[src/rtl/sdes_pkg.sv]
package sdes_pkg;

    localparam int BITS = 7;
    localparam int PH_W = 3;
    localparam logic [BITS-1:0] CK_PATTERN = 7'b1100011;

    typedef enum logic [1:0] {
        ALN_HUNT    = 2'd0,
        ALN_CONFIRM = 2'd1,
        ALN_LOCKED  = 2'd2
    } aln_state_e;

    typedef struct packed {
        logic            locked;
        logic            capture;
        logic [PH_W-1:0] phase;
    } aln_status_t;

    function automatic logic [PH_W-1:0] next_phase(input logic [PH_W-1:0] ph);
        return (ph == PH_W'(BITS - 1)) ? '0 : ph + 1'b1;
    endfunction

    function automatic logic pclk_level(input logic [PH_W-1:0] ph);
        return (ph >= PH_W'(3));
    endfunction

endpackage

[src/rtl/sdes_frame_align.sv]
module sdes_frame_align
    import sdes_pkg::*;
#(
    parameter int LOCK_FRAMES = 4,
    parameter int LOSS_FRAMES = 3
) (
    input  logic        clk,
    input  logic        rst,
    input  logic        pwr_on,
    input  logic        ck_bit,
    output aln_status_t status
);

    localparam int CNT_MAX = (LOCK_FRAMES > LOSS_FRAMES) ? LOCK_FRAMES : LOSS_FRAMES;
    localparam int CNT_W   = $clog2(CNT_MAX + 1);

    logic [BITS-1:0]  ck_win;
    aln_state_e       state;
    logic [PH_W-1:0]  phase;
    logic [CNT_W-1:0] run_cnt;
    logic             pattern_hit;
    logic             frame_end;

    assign pattern_hit = (ck_win == CK_PATTERN);
    assign frame_end   = (phase == PH_W'(BITS - 1));

    // framing-lane history, oldest sample at the MSB
    always_ff @(posedge clk) begin
        if (rst) begin
            ck_win <= '0;
        end else begin
            ck_win <= {ck_win[BITS-2:0], ck_bit};
        end
    end

    always_ff @(posedge clk) begin
        if (rst || !pwr_on) begin
            state   <= ALN_HUNT;
            phase   <= '0;
            run_cnt <= '0;
        end else begin
            unique case (state)
                ALN_HUNT: begin
                    if (pattern_hit) begin
                        state   <= ALN_CONFIRM;
                        phase   <= '0;
                        run_cnt <= CNT_W'(1);
                    end
                end
                ALN_CONFIRM: begin
                    phase <= next_phase(phase);
                    if (frame_end) begin
                        if (!pattern_hit) begin
                            state   <= ALN_HUNT;
                            run_cnt <= '0;
                        end else if (run_cnt == CNT_W'(LOCK_FRAMES - 1)) begin
                            state   <= ALN_LOCKED;
                            run_cnt <= '0;
                        end else begin
                            run_cnt <= run_cnt + 1'b1;
                        end
                    end
                end
                ALN_LOCKED: begin
                    phase <= next_phase(phase);
                    if (frame_end) begin
                        if (pattern_hit) begin
                            run_cnt <= '0;
                        end else if (run_cnt == CNT_W'(LOSS_FRAMES - 1)) begin
                            state   <= ALN_HUNT;
                            run_cnt <= '0;
                        end else begin
                            run_cnt <= run_cnt + 1'b1;
                        end
                    end
                end
                default: state <= ALN_HUNT;
            endcase
        end
    end

    always_comb begin
        status.locked  = (state == ALN_LOCKED);
        status.capture = (state == ALN_LOCKED) && frame_end && pattern_hit;
        status.phase   = phase;
    end

endmodule

[src/rtl/sdes_lane_bank.sv]
module sdes_lane_bank
    import sdes_pkg::*;
#(
    parameter int LANES  = 5,
    parameter int WORD_W = LANES * BITS
) (
    input  logic              clk,
    input  logic              rst,
    input  logic [LANES-1:0]  ser_bits,
    input  logic              capture,
    output logic [WORD_W-1:0] word,
    output logic              word_stb
);

    logic [LANES-1:0][BITS-1:0] shreg;
    logic [WORD_W-1:0]          frame_bits;

    always_ff @(posedge clk) begin
        if (rst) begin
            shreg <= '0;
        end else begin
            for (int l = 0; l < LANES; l++) begin
                shreg[l] <= {shreg[l][BITS-2:0], ser_bits[l]};
            end
        end
    end

    // lane l occupies its own 7-bit field of the word
    for (genvar l = 0; l < LANES; l++) begin : g_field
        assign frame_bits[l*BITS +: BITS] = shreg[l];
    end

    always_ff @(posedge clk) begin
        if (rst) begin
            word     <= '0;
            word_stb <= 1'b0;
        end else begin
            word_stb <= capture;
            if (capture) begin
                word <= frame_bits;
            end
        end
    end

endmodule

[src/rtl/sdes_out_stage.sv]
module sdes_out_stage
    import sdes_pkg::*;
#(
    parameter int WORD_W        = 35,
    parameter int SETTLE_CYCLES = 1024
) (
    input  logic              clk,
    input  logic              rst,
    input  logic              pwr_on,
    input  logic              out_en,
    input  logic              rise_sel,
    input  logic              locked,
    input  logic [PH_W-1:0]   phase,
    input  logic [WORD_W-1:0] word,
    output logic [WORD_W-1:0] pix_data,
    output logic              pix_clk,
    output logic              pix_drive
);

    localparam int SC_W = $clog2(SETTLE_CYCLES + 1);

    logic [SC_W-1:0] settle_cnt;
    logic            settled;
    logic            active;

    assign settled = (settle_cnt == SC_W'(SETTLE_CYCLES));

    always_ff @(posedge clk) begin
        if (rst || !pwr_on) begin
            settle_cnt <= '0;
        end else if (!settled) begin
            settle_cnt <= settle_cnt + 1'b1;
        end
    end

    assign active = out_en && pwr_on && settled && locked;

    always_comb begin
        pix_drive = out_en;
        pix_data  = '0;
        pix_clk   = 1'b0;
        if (active) begin
            pix_data = word;
            pix_clk  = rise_sel ? pclk_level(phase) : ~pclk_level(phase);
        end
    end

endmodule

[src/rtl/sdes_rx.sv]
module sdes_rx
    import sdes_pkg::*;
#(
    parameter int LANES         = 5,
    parameter int LOCK_FRAMES   = 4,
    parameter int LOSS_FRAMES   = 3,
    parameter int SETTLE_CYCLES = 1024
) (
    input  logic                    clk,
    input  logic                    rst,
    input  logic                    pwr_on,
    input  logic                    out_en,
    input  logic                    rise_sel,
    input  logic                    ck_lane,
    input  logic [LANES-1:0]        data_lanes,
    output logic [LANES*BITS-1:0]   pix_data,
    output logic                    pix_clk,
    output logic                    pix_drive,
    output logic                    word_stb,
    output logic                    locked
);

    localparam int WORD_W = LANES * BITS;

    aln_status_t       aln;
    logic [WORD_W-1:0] cap_word;

    sdes_frame_align #(
        .LOCK_FRAMES (LOCK_FRAMES),
        .LOSS_FRAMES (LOSS_FRAMES)
    ) u_align (
        .clk    (clk),
        .rst    (rst),
        .pwr_on (pwr_on),
        .ck_bit (ck_lane),
        .status (aln)
    );

    sdes_lane_bank #(
        .LANES  (LANES),
        .WORD_W (WORD_W)
    ) u_lanes (
        .clk      (clk),
        .rst      (rst),
        .ser_bits (data_lanes),
        .capture  (aln.capture),
        .word     (cap_word),
        .word_stb (word_stb)
    );

    sdes_out_stage #(
        .WORD_W        (WORD_W),
        .SETTLE_CYCLES (SETTLE_CYCLES)
    ) u_out (
        .clk       (clk),
        .rst       (rst),
        .pwr_on    (pwr_on),
        .out_en    (out_en),
        .rise_sel  (rise_sel),
        .locked    (aln.locked),
        .phase     (aln.phase),
        .word      (cap_word),
        .pix_data  (pix_data),
        .pix_clk   (pix_clk),
        .pix_drive (pix_drive)
    );

    assign locked = aln.locked;

endmodule

[config.mk]
export PLATFORM = sky130hd
export DESIGN_NAME = sdes_rx
export DESIGN_NICKNAME = d
export VERILOG_FILES = /design/src/rtl/sdes_pkg.sv /design/src/rtl/sdes_frame_align.sv /design/src/rtl/sdes_lane_bank.sv /design/src/rtl/sdes_out_stage.sv /design/src/rtl/sdes_rx.sv
export SDC_FILE = /design/constraint.sdc
export NUM_CORES = 1
export LEC_CHECK = 0
export BUFFER_PORTS_ARGS = -buffer_cell sky130_fd_sc_hd__clkbuf_2
export CORE_MARGIN = 2
export CORE_UTILIZATION = 40
export CTS_CLUSTER_DIAMETER = 150
export CTS_CLUSTER_SIZE = 40
export DETAILED_ROUTE_END_ITERATION = 8
export GPL_TIMING_DRIVEN = 0
export HOLD_SLACK_MARGIN = 0.1
export RECOVER_POWER = 100
export SETUP_SLACK_MARGIN = 0.2
export SYNTH_ARGS = -nofsm -noshare
export SYNTH_HDL_FRONTEND = slang
export SYNTH_SLANG_ARGS = --single-unit
[constraint.sdc]
create_clock -name clk -period 2 [get_ports clk]
set_clock_uncertainty 0.2 [all_clocks]
set_input_delay 0.2 -clock clk [delete_from_list [all_inputs] [get_ports clk]]
set_output_delay 0.2 -clock clk [all_outputs]
set_load 0.02 [all_outputs]
==> results.sh, run 1 <==
export IMPL_viasPerCell=4.74
export IMPL_via_count=3109
export IMPL_drive_above_1_share=0.321
export IMPL_gp_congestion=0.802
export IMPL_final_cell_mix="87 x dfxtp_1, 81 x nand2_1, 44 x nor2b_1"
export IMPL_critical_path_class="register to primary output"
export IMPL_drt_wl_total_um=8320
export IMPL_path_max_fanout=10
export IMPL_p_sw_frac=0.214
export IMPL_tightest_slew_ns=0.524
export IMPL_nFillCells=869
export IMPL_slowest_stage="dfxtp_4"
export IMPL_worst_setup_path_end_kind="primary output"
export IMPL_holdPathStages=3
export IMPL_status="finished with violations"
export IMPL_r2r_start="u_align.state[0]"
export IMPL_critPathTopFamily="simple AND/OR/NAND/NOR gates"
export IMPL_hold_path_end="u_align.run_cnt[2]"
export IMPL_setup_violations=46
export IMPL_period_share=1.13
export IMPL_clock_fmax_mhz=441
export IMPL_r2r_end="u_lanes.word[18]"
export IMPL_numCtsBuffers=9
export IMPL_cp_arrival_ns=1.87
export IMPL_first_pass_iters=4
export IMPL_syn_num_nets=454
export IMPL_clkPwrFrac=0.410
export IMPL_grt_max_degree=17
export IMPL_rsz0062_at_grt="yes"
export IMPL_synth_ff_type="dfxtp_1"
export IMPL_nets=539
export IMPL_async_flop_share=0
export IMPL_p_int_mw=2.73
export IMPL_max_slew_margin=0.651
export IMPL_cp_cell_sequence="nor4b_4, nand4b_4, nor2_4, buf_12, buf_8, and2_2, buf_8"
export IMPL_synth_area_um2=3900
export IMPL_dieWidth_um=103
export IMPL_synth_seq_area_share=0.498
export IMPL_netSwitchingPower_mw=0.742
export IMPL_rows=36
export IMPL_place_area_um2=4360
export IMPL_synth_edf_count=0
export IMPL_cp_start_kind="register"
export IMPL_dp_hpwl_um=5400
export IMPL_tritoncts="yes"
export IMPL_syn2layout_area_growth_pct=38.6
export IMPL_grt_pass1_vias=2970
export IMPL_hold_viol=0
export IMPL_path_buf_inv=3
export IMPL_p_leak_nw=2.02
export IMPL_grt_util_all_layers=0.167
export IMPL_yosys_warnings=0
export IMPL_min_from="pwr_on"
export IMPL_ant_nets=0
export IMPL_sequentialPowerShare=0.565
export IMPL_final_common_cell="dfxtp_1"
export IMPL_synth_area_top_cells="dfxtp_1 50%, nand2_1 7.8%, nor2b_1 7.2%"
export IMPL_yosysTopAreaCell="dfxtp_1"
export IMPL_die_y_um=103
export IMPL_drv_cap=0
export IMPL_violations="setup timing"
export IMPL_io_pin_count=50
export IMPL_final_max_slew_viol_count=0
export IMPL_min_period_ns=2.27
export IMPL_avgSynthCellArea_um2=9.00
export IMPL_crit_top_cell="buf_8"
export IMPL_worstSkewPairLatency_ns=0.36
export IMPL_comb_power_share=0.026
export IMPL_finalWorstSetupSlack_ns=-0.265
export IMPL_stdcell_area_um2=5410
export IMPL_first_iter_violations=82
export IMPL_syn_inst=433
export IMPL_drc=0
export IMPL_dp_cells=614
export IMPL_cp_slowest_stage_delay_ns=0.36
export IMPL_regToRegSetupSlack_ns=-0.04
export IMPL_synthDistinctLibCells=46
export IMPL_final_cells=656
export IMPL_antenna_cells=0
export IMPL_ctsHtreeMaxLevel=3
export IMPL_power_density_nw_per_um2=642
export IMPL_r2r_cells=9
export IMPL_cts_sinks=97
export IMPL_ir_drop_v=0.000399
export IMPL_synth_seq_cells=97
export IMPL_wl_per_cell_um=12.7
export IMPL_initial_core_util=0.406
export IMPL_preCtsSetupSlack_ns=-0.173
export IMPL_grt_pass1_wl_um=13800
export IMPL_synth_top_area_frac=0.498
export IMPL_core_area_um2=9590
export IMPL_root_buffer="clkbuf_8"
export IMPL_clockBufferDepth=2
export IMPL_hp_class="input port to register"
export IMPL_worst_ep_required_time_ns=1.60
export IMPL_cts_clk_slew_worst_paths_ns=0.09
export IMPL_antenna_found_initial=0
export IMPL_holdWs_ns=0.121
export IMPL_die_area_um2=10600
export IMPL_grt_overflow_total=0
export IMPL_portBuffers=48
-- cell type report --
type | instances | area (um^2) | share of cell area
Timing Repair Buffer | 74 | 811 | 0.150
Clock buffer | 10 | 138 | 0.0255
Clock inverter | 6 | 90.1 | 0.0167
Inverter | 10 | 45.0 | 0.00833
Multi-Input combinational cell | 301 | 1990 | 0.368
Buffer | 25 | 204 | 0.0377
Sequential cell | 97 | 1960 | 0.363
Tap cell | 133 | 166 | 0.0308
-- Yosys cell counts (2+ instances only) --
master / count
a211oi_1: 2
a21oi_1: 43
a221oi_1: 2
and2_1: 37
and3b_1: 2
and4_1: 2
buf_2: 3
buf_4: 4
buf_6: 3
clkbuf_1: 15
dfxtp_1: 97
ha_1: 10
inv_1: 10
mux2_1: 2
nand2_1: 81
nand2b_1: 5
nand3_1: 8
nand3b_1: 4
nand4_1: 4
nand4b_1: 2
nor2_1: 12
nor2b_1: 45
nor3_1: 5
o2111ai_1: 2
o21ai_0: 5
xnor2_1: 4
xor2_1: 5
-- worst reg2reg max path, delay by kind of cell, from the launching register on --
kind	cells	cell delay (ns)
DFF	1	0.35
buffers and inverters	5	0.74
and+or+nand+nor	2	0.44
AOI/OAI and AO/OA	1	0.06
adders and majority gates	1	0.13
-- worst max path at each step --
stage / cells after the start / from / slack, ns / to
detailed placement: 6 / u_out.settle_cnt[5] / -0.17 / pix_data[5]
floorplan: 7 / u_align.state[0] / 0.19 / u_align.state[0]
global placement: 6 / u_out.settle_cnt[2] / -0.16 / pix_data[5]
CTS: 7 / u_out.settle_cnt[8] / -0.31 / pix_data[21]
finish: 7 / u_out.settle_cnt[3] / -0.27 / pix_data[14]
global route: 7 / u_out.settle_cnt[3] / -0.35 / pix_data[6]
-- logic make-up (layout without fill, tap and decap cells) --
family | count (synthesis) | count (layout) | synth area share
simple gates | 217 | 217 | 0.306
flops | 97 | 97 | 0.498
xor+xnor | 9 | 9 | 0.0202
compound gates | 62 | 62 | 0.0911
fa+ha+maj | 10 | 10 | 0.0321
mux | 3 | 3 | 0.00834
buf+inv | 35 | 125 | 0.0443
-- sequential cells by signal (all words and copies together) (netlist names) --
register / flops
u_align.state: 2
u_lanes.word: 35
u_align.phase: 3
u_out.settle_cnt: 11
u_lanes.word_stb: 1
u_lanes.frame_bits: 35
u_align.run_cnt: 3
u_align.ck_win: 7
-- timing repair --
item | in CTS | in global routing
setup endpoints to repair | 74 | 72
gates resized for setup | 136 | 47
buffers inserted | 13 | 5
gates cloned | 1 | 0
hold buffers | 7 | 0
hold endpoints to repair | 7 | 0
pin swaps | 22 | 14
-- per-stage QoR --
step | utilization | setup TNS, ns | power [mW]
after floorplan | - | 0 | 2.06
after global placement | 0.455 | -4.33 | 2.09
after detailed placement | 0.455 | -4.93 | 2.09
after CTS | 0.551 | -10.61 | 3.51
after global routing | 0.563 | -17.67 | 3.60
final | 0.563 | -9.17 | 3.47
-- per-layer routing --
metal / GRT usage / wire (um) / vias to the layer above
li1: - / - / 1592
met1: 0.209 / 3750 / 1455
met2: 0.282 / 4160 / 45
met3: 0.0285 / 223 / 17
met4: 0.0779 / 189 / 0
met5: 0 / 0 / -
-- power by group through the flow --
stage / clock (mW) / sequential [mW] / combinational [mW]
final: 1.42 / 1.96 / 0.0892
after CTS: 1.46 / 1.96 / 0.0913
after detailed placement: 0 / 2.01 / 0.0796
after global routing: 1.54 / 1.96 / 0.102
after global placement: 0 / 2.01 / 0.0781
after floorplan: 0 / 2.00 / 0.0518
Power figures use the tool's default switching activity.
==> run 2: changes to the inputs <==
- ABC_AREA: default -> 1
==> results.sh, run 2 <==
export IMPL_numCtsBuffers=9
export IMPL_sequentialPowerShare=0.600
export IMPL_design_power_total_mw=3.26
export IMPL_synth_area_top_cells="dfxtp_1 50%, nor2_1 11%, inv_1 9.7%"
export IMPL_r2r_start="u_align.state[0]"
export IMPL_syn2layout_area_growth_pct=55.2
export IMPL_crit_path_start="u_out.settle_cnt[1]"
export IMPL_synth_seq_area_share=0.500
export IMPL_violations="setup timing"
export IMPL_crit_top_cell="buf_12"
export IMPL_path_buf_inv=5
export IMPL_holdWs_ns=0.151
export IMPL_grt_pass1_wl_um=13800
export IMPL_cts_sinks=97
export IMPL_syn_num_nets=514
export IMPL_final_common_cell="inv_1"
export IMPL_nets=607
export IMPL_cp_arrival_ns=1.99
export IMPL_wl_per_cell_um=13.3
export IMPL_io_pin_count=50
export IMPL_grt_pass1_vias=3098
export IMPL_finalWorstSetupSlack_ns=-0.390
export IMPL_synthDistinctLibCells=27
export IMPL_grt_overflow_total=0
export IMPL_drt_wl_total_um=9600
export IMPL_first_pass_iters=4
export IMPL_stdcell_area_um2=6030
export IMPL_cp_start_kind="register"
export IMPL_regToRegSetupSlack_ns=0.13
export IMPL_final_max_slew_viol_count=0
export IMPL_gp_congestion=0.800
export IMPL_slowest_stage="dfxtp_2"
export IMPL_period_share=1.19
export IMPL_comb_power_share=0.037
export IMPL_rows=35
export IMPL_yosysTopAreaCell="dfxtp_1"
export IMPL_setup_tns_ns=-11.85
export IMPL_p_sw_frac=0.238
export IMPL_synth_edf_count=0
export IMPL_grt_util_all_layers=0.168
export IMPL_antenna_cells=0
export IMPL_dp_hpwl_um=5310
export IMPL_synth_ff_type="dfxtp_1"
export IMPL_viasPerCell=4.62
export IMPL_clockBufferDepth=2
export IMPL_tritoncts="yes"
export IMPL_ir_drop_v=0.000496
export IMPL_syn_inst=493
export IMPL_cts_clk_slew_worst_paths_ns=0.09
export IMPL_synth_seq_cells=97
export IMPL_tightest_slew_ns=0.754
export IMPL_p_int_mw=2.48
export IMPL_initial_core_util=0.416
export IMPL_first_iter_violations=105
export IMPL_ctsHtreeMaxLevel=3
export IMPL_die_y_um=103
export IMPL_min_from="pwr_on"
export IMPL_antenna_found_initial=0
export IMPL_min_period_ns=2.39
export IMPL_clock_fmax_mhz=418
export IMPL_cp_cell_sequence="inv_2, ha_4, nand4_1, nor3_4, nand4_4, buf_12, buf_6, buf_12, nor2_4, buf_8"
export IMPL_drv_cap=0
export IMPL_synth_commonest_cells="117 x nor2_1, 100 x inv_1, 97 x dfxtp_1"
export IMPL_power_density_nw_per_um2=540
export IMPL_portBuffers=48
export IMPL_clkPwrFrac=0.363
export IMPL_hp_class="input port to register"
export IMPL_path_max_fanout=5
export IMPL_ant_nets=0
export IMPL_cp_slowest_stage_delay_ns=0.34
export IMPL_synth_top_area_frac=0.500
export IMPL_core_area_um2=9330
export IMPL_status="finished with violations"
export IMPL_worstSkewPairLatency_ns=0.36
export IMPL_avgSynthCellArea_um2=7.88
export IMPL_root_buffer="clkbuf_8"
export IMPL_yosys_warnings=0
export IMPL_worst_setup_path_end_kind="primary output"
export IMPL_final_core_utilization=0.646
export IMPL_synth_area_um2=3880
export IMPL_setup_violations=36
export IMPL_dieWidth_um=103
export IMPL_worst_ep_required_time_ns=1.60
export IMPL_netSwitchingPower_mw=0.775
export IMPL_nFillCells=755
export IMPL_p_leak_nw=2.22
export IMPL_die_area_um2=10500
export IMPL_grt_max_degree=17
export IMPL_place_area_um2=4320
export IMPL_yosys_cell_count_top_type="nor2_1"
export IMPL_via_count=3329
export IMPL_rsz0062_at_grt="yes"
export IMPL_drc=0
export IMPL_critPathTopFamily="buffers and inverters"
export IMPL_final_cell_mix="96 x inv_1, 90 x dfxtp_1, 65 x nor2_1"
export IMPL_drive_above_1_share=0.394
export IMPL_hold_viol=0
export IMPL_critical_path_class="register to primary output"
export IMPL_async_flop_share=0
export IMPL_max_slew_margin=0.497
==> run 2: cell count changes after synthesis, moves of 19 or more <==
cell      change
and2_1       -37
nand2_1      -46
inv_1        +90
nor2_2       +19
nor2_1      +105
nor2b_1      -45
a211oi_1     +33
a21oi_1      -30
==> run 2: metrics by stage <==
stage,std cells,setup slack [ns]
2_1_floorplan,493,0.148
3_3_place_gp,670,-0.212
3_5_place_dp,670,-0.215
4_1_cts,709,-0.513
5_1_grt,720,-0.498
6_report,720,-0.390
==> run 2: metal layers <==
| metal | track usage | up-vias | part of all wire |
|---|---|---|---|
| li1 | - | 1689 | - |
| met1 | 0.207 | 1572 | 0.45 |
| met2 | 0.294 | 57 | 0.51 |
| met3 | 0.0427 | 11 | 0.028 |
| met4 | 0.0400 | 0 | 0.012 |
| met5 | 0 | - | 0 |
==> run 2: worst paths after layout <==
| kind | end | depth (start not counted) |
|---|---|---|
| max reg2reg | u_lanes.word[5] | 10 |
| min reg2reg | u_align.ck_win[1] | 2 |
| max | pix_data[6] | 10 |
| min | u_align.run_cnt[2] | 5 |
==> run 2: worst register-to-register path: stages (launching register included) <==
cell,delay [ns]
dfxtp_2,0.35
inv_4,0.06
ha_4,0.12
buf_6,0.10
buf_6,0.12
nand2_4,0.06
nor2_4,0.19
buf_12,0.19
clkbuf_16,0.18
nor2_4,0.04
a211oi_2,0.19
==> run 2: cell type report <==
cell class / count / area, um^2 / share of cell area
inverter: 102 / 393 / 0.0652
timing repair buffer: 82 / 1040 / 0.173
multi-input combinational: 273 / 2080 / 0.345
clock inverter: 5 / 38.8 / 0.00643
clock buffer: 11 / 141 / 0.0235
buffer: 21 / 218 / 0.0361
sequential: 97 / 1950 / 0.324
tap: 129 / 161 / 0.0268
==> run 2: cell families (layout without fill, tap and decap cells) <==
kind of cell | after synthesis | count (layout) | share of synthesized area
buffers and inverters | 123 | 221 | 0.130
flip-flops | 97 | 97 | 0.500
AO/OA/AOI/OAI | 61 | 61 | 0.102
AND/OR/NAND/NOR | 197 | 197 | 0.224
adder cells (fa/ha/maj) | 10 | 10 | 0.0322
XOR/XNOR | 5 | 5 | 0.0113
==> run 2: timing repair <==
| action | 4_1_cts | 5_1_grt |
|---|---|---|
| endpoints found under the setup margin | 74 | 80 |
| buffers inserted | 13 | 7 |
| hold buffers | 7 | 0 |
| endpoints found under the hold margin | 15 | 0 |
| pin swaps | 8 | 30 |
| gates resized for setup | 122 | 178 |
| gates cloned | 3 | 4 |
==> run 2: power groups by stage <==
stage	sequential, mW	combinational, mW	clock (mW)
floorplan	2.00	0.0566	0
global placement	2.00	0.0877	0
detailed placement	2.00	0.0887	0
CTS	1.96	0.107	1.20
global route	1.96	0.132	1.28
finish	1.96	0.119	1.18
